<file path="config.mk">
export PLATFORM = sky130hd
export DESIGN_NAME = region_guard
export DESIGN_NICKNAME = d
export VERILOG_FILES = /design/src/rtl/region_guard_pkg.sv /design/src/rtl/region_guard_window.sv /design/src/rtl/region_guard_bits.sv /design/src/rtl/region_guard_decode.sv /design/src/rtl/region_guard.sv
export SDC_FILE = /design/constraint.sdc
export NUM_CORES = 1
export LEC_CHECK = 0
export BUFFER_PORTS_ARGS = -buffer_cell sky130_fd_sc_hd__buf_2
export CAP_MARGIN = 25
export CORE_ASPECT_RATIO = 1.2
export CORE_MARGIN = 2
export CORE_UTILIZATION = 43
export DETAILED_ROUTE_END_ITERATION = 12
export PLACE_DENSITY = 0.73
export SLEW_MARGIN = 20
export SYNTH_ARGS = -nofsm -noshare
export SYNTH_HDL_FRONTEND = slang
export SYNTH_HIERARCHICAL = 1
export SYNTH_SLANG_ARGS = --single-unit
</file>
<file path="constraint.sdc">
create_clock -name clk -period 1.3 [get_ports clk]
set_clock_uncertainty 0.05 [all_clocks]
set_input_delay 0.195 -clock clk [delete_from_list [all_inputs] [get_ports clk]]
set_output_delay 0.195 -clock clk [all_outputs]
set_load 0.02 [all_outputs]
</file>
<file path="src/rtl/region_guard_pkg.sv">
package region_guard_pkg;

  // Index of the protect bit that guards the configuration location.
  localparam int CFG_BIT = 0;

  // Half-open span test on widened addresses, so that the upper bound cannot wrap.
  function automatic logic in_span(input logic [32:0] a,
                                   input logic [32:0] lo,
                                   input logic [32:0] size);
    return (a >= lo) && (a < lo + size);
  endfunction

endpackage

</file>
<file path="src/rtl/region_guard_window.sv">
module region_guard_window #(
  parameter int WINDOW_CYCLES = 64
) (
  input  logic clk,
  input  logic rst,
  output logic open
);
  localparam int CW = $clog2(WINDOW_CYCLES + 1);
  localparam logic [CW-1:0] LAST = CW'(WINDOW_CYCLES - 1);

  logic [CW-1:0] cnt;

  always_ff @(posedge clk) begin
    if (rst) begin
      cnt  <= '0;
      open <= 1'b1;
    end else if (open) begin
      cnt <= cnt + 1'b1;
      if (cnt == LAST) open <= 1'b0;
    end
  end
endmodule

</file>
<file path="src/rtl/region_guard_bits.sv">
module region_guard_bits #(
  parameter int N = 4
) (
  input  logic         clk,
  input  logic         rst,
  input  logic         window_open,
  input  logic         wr_en,
  input  logic [N-1:0] wr_data,
  output logic [N-1:0] lock
);
  for (genvar i = 0; i < N; i++) begin : g_bit
    logic bit_q;
    logic sealed_q;

    always_ff @(posedge clk) begin
      if (rst) begin
        bit_q    <= 1'b1;
        sealed_q <= 1'b0;
      end else if (wr_en) begin
        if (wr_data[i]) begin
          bit_q <= 1'b1;
          if (!bit_q) sealed_q <= 1'b1;
        end else if (window_open && !sealed_q) begin
          bit_q <= 1'b0;
        end
      end
    end

    assign lock[i] = bit_q;
  end
endmodule

</file>
<file path="src/rtl/region_guard_decode.sv">
module region_guard_decode
  import region_guard_pkg::*;
#(
  parameter int                ADDR_W      = 16,
  parameter int                N           = 4,
  parameter logic [ADDR_W-1:0] CFG_ADDR    = 16'h103F,
  parameter logic [ADDR_W-1:0] ARRAY_BASE  = 16'hB600,
  parameter logic [ADDR_W-1:0] REGION_SIZE = 16'h0080
) (
  input  logic [ADDR_W-1:0] addr,
  output logic [N-1:0]      sel
);
  localparam logic [32:0] BASE_W = 33'(ARRAY_BASE);
  localparam logic [32:0] SIZE_W = 33'(REGION_SIZE);

  logic [32:0] addr_w;
  assign addr_w = 33'(addr);

  assign sel[CFG_BIT] = (addr == CFG_ADDR);

  for (genvar i = 1; i < N; i++) begin : g_area
    localparam logic [32:0] LO = BASE_W + 33'(i - 1) * SIZE_W;
    assign sel[i] = in_span(addr_w, LO, SIZE_W);
  end
endmodule

</file>
<file path="src/rtl/region_guard.sv">
module region_guard #(
  parameter int                ADDR_W        = 16,
  parameter int                N             = 4,
  parameter int                WINDOW_CYCLES = 64,
  parameter logic [ADDR_W-1:0] CFG_ADDR      = 16'h103F,
  parameter logic [ADDR_W-1:0] ARRAY_BASE    = 16'hB600,
  parameter logic [ADDR_W-1:0] REGION_SIZE   = 16'h0080
) (
  input  logic              clk,
  input  logic              rst,
  input  logic              wr_en,
  input  logic [N-1:0]      wr_data,
  input  logic [ADDR_W-1:0] chk_addr,
  output logic [N-1:0]      lock,
  output logic              window_open,
  output logic [N-1:0]      chk_sel,
  output logic              chk_block
);
  logic [N-1:0] sel_c;

  region_guard_window #(.WINDOW_CYCLES(WINDOW_CYCLES)) u_window (
    .clk  (clk),
    .rst  (rst),
    .open (window_open)
  );

  region_guard_bits #(.N(N)) u_bits (
    .clk         (clk),
    .rst         (rst),
    .window_open (window_open),
    .wr_en       (wr_en),
    .wr_data     (wr_data),
    .lock        (lock)
  );

  region_guard_decode #(
    .ADDR_W      (ADDR_W),
    .N           (N),
    .CFG_ADDR    (CFG_ADDR),
    .ARRAY_BASE  (ARRAY_BASE),
    .REGION_SIZE (REGION_SIZE)
  ) u_decode (
    .addr (chk_addr),
    .sel  (sel_c)
  );

  // Registered check path: the inhibit uses the lock state from before this edge.
  always_ff @(posedge clk) begin
    if (rst) begin
      chk_sel   <= '0;
      chk_block <= 1'b0;
    end else begin
      chk_sel   <= sel_c;
      chk_block <= |(sel_c & lock);
    end
  end
endmodule

</file>
==> impl_metrics.py, run 1 <==
metrics = {
    "layout": {
        "layout-drive-gt1-share": 0.4252,
        "syn_to_final_growth_pct": 25.68,
        "n_fill_cell": 190,
        "finish.utilization": 0.5678,
        "diodes": 0,
        "final_nets": 152,
    },
    "global_route": {
        "grt_pass1_wl_mm": 2.808,
        "grt.overflow.total": 0,
        "antenna_found_initial": 0,
        "grt_use_total": 0.1536,
        "first_global_vias": 683,
        "grt_start_max_net_pins": 22,
    },
    "clock_tree": {
        "cts_max_path_buffers": 2,
        "htree_levels": 1,
        "cts-hold-fix-buffers": 0,
        "cts_tree": "built",
        "postCtsSetupRepairBufs": 0,
        "clk_latency_ns": 0.29,
        "clock-sinks": 21,
        "cts_buffers": 3,
        "cts.reportedPaths.clkPinSlew_ns": 0.11,
        "root_buffer": "clkbuf_4",
    },
    "logic_synthesis": {
        "avgSynthCellArea_um2": 10.06,
        "synth_top_area_frac": 0.4541,
        "synth_area_um2": 925.9,
        "synth_warnings": 6,
        "synth_area_leaders": "dfxtp_1 45%, nand3b_1 6.5%, buf_4 4.1%",
        "synth_top_cell_by_area": "dfxtp_1",
        "ys_ff_latch": 21,
        "synthArstFlopShare": 0,
        "synth.distinct_cells": 31,
        "netlist_top_cells_count": "21 x dfxtp_1, 8 x nand3b_1, 7 x a21oi_1",
        "synthCells": 92,
        "seq_area_frac_synth": 0.4541,
        "synth_edf_count": 0,
        "syn-num-nets": 116,
        "synth.most_common_cell": "dfxtp_1",
        "yosys_most_used_dff": "dfxtp_1",
    },
    "sta": {
        "hold_slack_ns": 0.08764,
        "maxSlewHeadroom": 0.7453,
        "finalHoldViolCount": 0,
        "worst_slew_pin_slew_ns": 0.3820,
        "setup_violations": 0,
        "fmax_ghz": 0.7914,
        "finalMaxSlewViolations": 0,
        "layout_worst_path_cycle_share": 0.9720,
        "period_needed_ns": 1.264,
    },
    "worst_setup_path": {
        "r2r-end": "u_window/open",
        "path_max_fanout": 3,
        "rrSetupSlack_ns": 0.04,
        "crit_arrival_ns": 1.41,
        "r2r-start": "u_window/cnt[2]",
        "crit_type": "reg -> reg",
        "critPathLaunchType": "flip-flop",
        "cp-end-kind": "flip-flop",
        "cp.required_ns": 1.45,
        "reg2reg_depth": 3,
    },
    "route": {
        "wl_per_cell_um": 11.81,
        "vias": 787,
        "totalWireLength_mm": 1.854,
        "drc": 0,
        "dr.first_iter.drc_count": 6,
        "vias_per_cell": 5.013,
        "ant_nets": 0,
        "drt_first_pass_iters": 4,
    },
    "run": {
        "cap_violations": 0,
    },
    "hold_path": {
        "worstHoldPathType": "in -> reg",
        "hold_end": "u_bits/g_bit[0].bit_q",
        "holdPathStages": 2,
        "holdCritStartpoint": "wr_data[0]",
    },
    "die": {
        "num_rows": 18,
        "die_w_um": 46.36,
        "die_height_um": 54.83,
        "dieArea_um2": 2542,
        "io_pins": 33,
        "coreArea_um2": 2049,
        "start_util": 0.4518,
    },
    "status": {
        "status": "finished clean",
    },
    "power": {
        "p_per_area_nw_per_um2": 969.6,
        "ir_worst_vdd_v": 0.0007039,
        "p_leak_nw": 0.4857,
    },
    "place": {
        "dp_hpwl_mm": 1.455,
        "numPortBuffers": 32,
        "place.gp.congestion": 0.7594,
    },
}
## timing repair
action                     4_1_cts  5_1_grt
resized for setup                0        6
setup endpoints to repair        0        4
hold endpoints to repair         0        0
## sequential cells by signal, summed over array words and instances (netlist names)
name	count
u_window/open	1
u_bits/g_bit.bit_q	4
u_window/cnt	7
u_bits/g_bit.sealed_q	4
chk_block	1
chk_sel	4
## cell families (layout without fill, tap and decap cells)
group	after synthesis	count (layout)	share of synthesized area
simple gates	36	36	0.2838
buf+inv	13	48	0.08108
mux	1	1	0.01081
compound gates	16	16	0.1189
flops	21	21	0.4541
fa+ha+maj	1	1	0.01351
xor+xnor	4	4	0.03784
## worst max-delay path: stages, from the launching register on
cell and delay [ns]:
dfxtp_1 0.42, nand4_2 0.12, or3b_1 0.40, a21o_1 0.18
## per-layer routing
| metal | share of wire | vias up | GRT usage |
|---|---|---|---|
| met5 | 0 | - | 0 |
| met4 | 0.0054 | 0 | 0.07143 |
| met3 | 0.032 | 2 | 0.01980 |
| met2 | 0.52 | 15 | 0.2870 |
| met1 | 0.44 | 369 | 0.1663 |
| li1 | - | 401 | - |
## how the worst max path moves through the flow
stage	end	depth (start not counted)	from
floorplan	chk_block	4	chk_addr[11]
global placement	chk_block	5	chk_addr[11]
detailed placement	chk_block	5	chk_addr[11]
CTS	window_open	2	u_window/open
global route	u_window/cnt[5]	4	u_window/cnt[0]
finish	u_window/open	3	u_window/cnt[2]
## cell type report
class                      count  area, um^2  area share
clock buffer                   4       26.28     0.02258
timing repair buffer          39       212.7      0.1828
tap                           30       37.54     0.03226
inverter                       5       18.77     0.01613
sequential                    21       426.7      0.3667
multi-input combinational     58       441.7      0.3796
## per-stage QoR
step	total power, mW	cells	cell area (um^2)	setup TNS, ns	setup WS, ns
after detailed placement	0.8396	153	1121	-0.3162	-0.1898
after global placement	0.8319	153	1121	-0.2969	-0.1600
final	1.128	157	1164	0	0.03640
after CTS	1.136	157	1147	0	0.006944
after global routing	1.170	157	1164	-0.001612	-0.001612
after floorplan	0.7815	92	927.1	-0.006180	-0.006180
## cell usage in the layout, fill, tap and decap left out, types with 3 or more instances in the layout
cell type  instances
a21oi_1            6
nand3b_1           8
inv_1              5
nor3_1             3
buf_4              7
dfxtp_1           18
xor2_1             3
clkbuf_4           3
nor2_1             5
nor2b_1            4
buf_2             32
## where the power goes
group          leakage, nW  switching [mW]  total (mW)  internal (mW)
Combinational        0.299          0.0683       0.141         0.0726
Sequential           0.172          0.0197       0.685          0.665
Clock               0.0150           0.183       0.302          0.119
Total                0.486           0.271        1.13          0.857
No activity file was read; power rests on OpenSTA's default activity.
==> inputs of run 2 (changes only) <==
- CORE_UTILIZATION: 43 -> 42
- SYNTH_HIERARCHICAL: 1 -> default
==> impl_metrics.py, run 2 <==
metrics = {
    "route": {
        "vias": 770,
        "vias_per_cell": 5.238,
        "dr.first_iter.drc_count": 7,
        "wl_per_cell_um": 11.33,
        "totalWireLength_mm": 1.665,
        "ant_nets": 0,
        "drc": 0,
        "drt_first_pass_iters": 5,
    },
    "layout": {
        "largest_register_ffs": 7,
        "n_fill_cell": 202,
        "multi_input_area_um2": 396.6,
        "final_nets": 152,
        "seq_area_um2": 425.4,
        "top_register": "u_window.cnt",
        "layout_commonest_cell": "buf_2",
        "layout-drive-gt1-share": 0.3701,
        "syn_to_final_growth_pct": 22.41,
        "final_cell_mix": "32 x buf_2, 17 x dfxtp_1, 11 x nor2_1",
        "diodes": 0,
    },
    "global_route": {
        "grt_pass1_wl_mm": 2.525,
        "grt.overflow.total": 0,
        "first_global_vias": 665,
        "grt_use_total": 0.1423,
        "antenna_found_initial": 0,
        "grt_start_max_net_pins": 17,
    },
    "logic_synthesis": {
        "netlist_top_cells_count": "21 x dfxtp_1, 11 x nor2_1, 7 x a21oi_1, 7 x nand2_1, 6 x o21ai_0",
        "avgSynthCellArea_um2": 9.285,
        "seq_area_frac_synth": 0.4766,
        "synth_top_area_frac": 0.4766,
        "synthCells": 95,
        "yosys.area_share.simple": 0.2496,
        "synthMuxAreaShare": 0.01135,
        "synth_area_um2": 882.1,
        "synthAdderAreaFrac": 0.01418,
        "yosys_most_used_dff": "dfxtp_1",
        "synth_edf_count": 0,
        "synth_top_family_by_area": "simple AND/OR/NAND/NOR gates",
        "yosys.area_share.xor_xnor": 0.03972,
        "synth_compound_area_frac": 0.1348,
        "synth_area_leaders": "dfxtp_1 48%, nor2_1 4.7%, buf_4 4.3%",
        "ys_ff_latch": 21,
        "syn-num-nets": 119,
        "synth_warnings": 0,
        "synthArstFlopShare": 0,
        "synth.distinct_cells": 30,
        "synth.most_common_cell": "dfxtp_1",
        "synth_top_cell_by_area": "dfxtp_1",
    },
    "die": {
        "die_w_um": 45.84,
        "coreArea_um2": 2027,
        "io_pins": 33,
        "num_rows": 18,
        "die_height_um": 54.20,
        "start_util": 0.4352,
        "dieArea_um2": 2484,
    },
    "status": {
        "status": "finished clean",
    },
    "worst_setup_path": {
        "crit_type": "reg -> reg",
        "cp_num_buf_inv": 0,
        "cpMaxStageDelayCell": "dfxtp_2",
        "max_stage_delay_ns": 0.37,
        "cp.required_ns": 1.48,
        "cp_top_family": "simple AND/OR/NAND/NOR gates",
        "path_max_fanout": 3,
        "crit_arrival_ns": 1.42,
        "cp-end-kind": "flip-flop",
        "worstPathCellList": "ha_1 -> nand2_1 -> or3_1 -> a21oi_1",
        "critPathLaunchType": "flip-flop",
    },
    "power": {
        "netSwitchingFraction": 0.2441,
        "p_int_mw": 0.8434,
        "p_leak_nw": 0.5205,
        "p_per_area_nw_per_um2": 1033,
        "finalPower_mw": 1.116,
        "ir_worst_vdd_v": 0.0006248,
        "combPwrFrac": 0.118,
        "clkPwrFrac": 0.267,
        "seqPwrFrac": 0.615,
        "p_switching_mw": 0.2723,
    },
    "sta": {
        "maxSlewHeadroom": 0.8467,
        "finalHoldViolCount": 0,
        "fmax_ghz": 0.8031,
        "layout_worst_path_cycle_share": 0.9578,
        "finalMaxSlewViolations": 0,
        "setup_violations": 0,
        "worst_slew_pin_slew_ns": 0.2268,
        "setup_tns_ns": 0,
        "period_needed_ns": 1.245,
        "grt_setup_unrepaired": "false",
    },
    "clock_tree": {
        "htree_levels": 1,
        "clock-sinks": 21,
        "cts_tree": "built",
        "cts.reportedPaths.clkPinSlew_ns": 0.11,
        "cts_buffers": 3,
        "clk_latency_ns": 0.29,
        "cts-hold-fix-buffers": 0,
        "cts_max_path_buffers": 2,
        "root_buffer": "clkbuf_4",
    },
    "place": {
        "place.gp.congestion": 0.6904,
        "numPortBuffers": 32,
        "dp_hpwl_mm": 1.313,
    },
    "hold_path": {
        "worstHoldPathType": "in -> reg",
    },
    "run": {
        "cap_violations": 0,
    },
}
[run 2: changes by cell type in the layout (fill, tap and decap cells not counted), sizes merged, moves of 2 or more]
cell,delta
nor2,+6
nand2,+5
nand3b,-5
a31oi,+4
nor2b,-4
o21ai,+4
a221o,-3
buf,-3
nor3,-3
nor3b,+3
or4b,-3
a22oi,-2
[run 2: metrics by stage]
step	hold slack, ns	std cells	utilization	worst slack, ns	cell area, um^2
detailed placement	0.3675	143	0.5167	0.02573	1047
global placement	0.3635	143	0.5167	0.06846	1047
finish	0.05555	147	0.5327	0.05480	1080
floorplan	0.2208	95	-	0.01182	882.1
global route	0.04496	147	0.5327	0.009551	1080
CTS	0.04597	147	0.5302	0.01250	1075
[run 2: worst paths after layout]
kind                            start                        to  slack, ns  cells after the start
max reg2reg           u_window.cnt[0]           u_window.cnt[6]       0.05                      4
min reg2reg  u_bits.g_bit[3].sealed_q  u_bits.g_bit[3].sealed_q       0.43                      2
min                       chk_addr[8]                chk_sel[2]       0.06                      2
max                   u_window.cnt[0]           u_window.cnt[6]       0.05                      4
[run 2: logic make-up after synthesis]
family	count (synthesis)
simple gates	36
flops	21
compound gates	20
buf+inv	12
xor+xnor	4
mux	1
fa+ha+maj	1
[run 2: worst reg2reg max path, delay by kind of cell (launching register included)]
kind	cells	cell delay, ns
DFF	1	0.37
adders and majority gates	1	0.18
AOI/OAI and AO/OA	1	0.14
and+or+nand+nor	2	0.44
[run 2: layout make-up]
class / count / share of cell area
Clock buffer: 3 / 0.02086
Clock inverter: 1 / 0.004635
Inverter: 4 / 0.01390
Multi-Input combinational cell: 62 / 0.3673
Sequential cell: 21 / 0.3940
Tap cell: 20 / 0.02317
Timing Repair Buffer: 36 / 0.1761
[run 2: power by group through the flow]
| stage | clock network, mW | registers (mW) | logic (mW) |
|---|---|---|---|
| 2_1_floorplan | 0 | 0.697 | 0.0842 |
| 3_3_place_gp | 0 | 0.699 | 0.127 |
| 3_5_place_dp | 0 | 0.700 | 0.132 |
| 4_1_cts | 0.310 | 0.685 | 0.133 |
| 5_1_grt | 0.346 | 0.690 | 0.147 |
| 6_report | 0.297 | 0.687 | 0.132 |
[run 2: timing repair]
item                                    4_1_cts  5_1_grt
hold endpoints to repair                      0        0
gates resized for setup                       0        4
buffers inserted                              0        0
endpoints found under the setup margin        0        4
[run 2: layer usage]
metal	routed length [um]	track usage	vias up
li1	-	-	397
met1	686	0.1332	346
met2	869	0.2864	27
met3	109	0.03020	0
met4	0	0.05714	0
met5	0	0	-
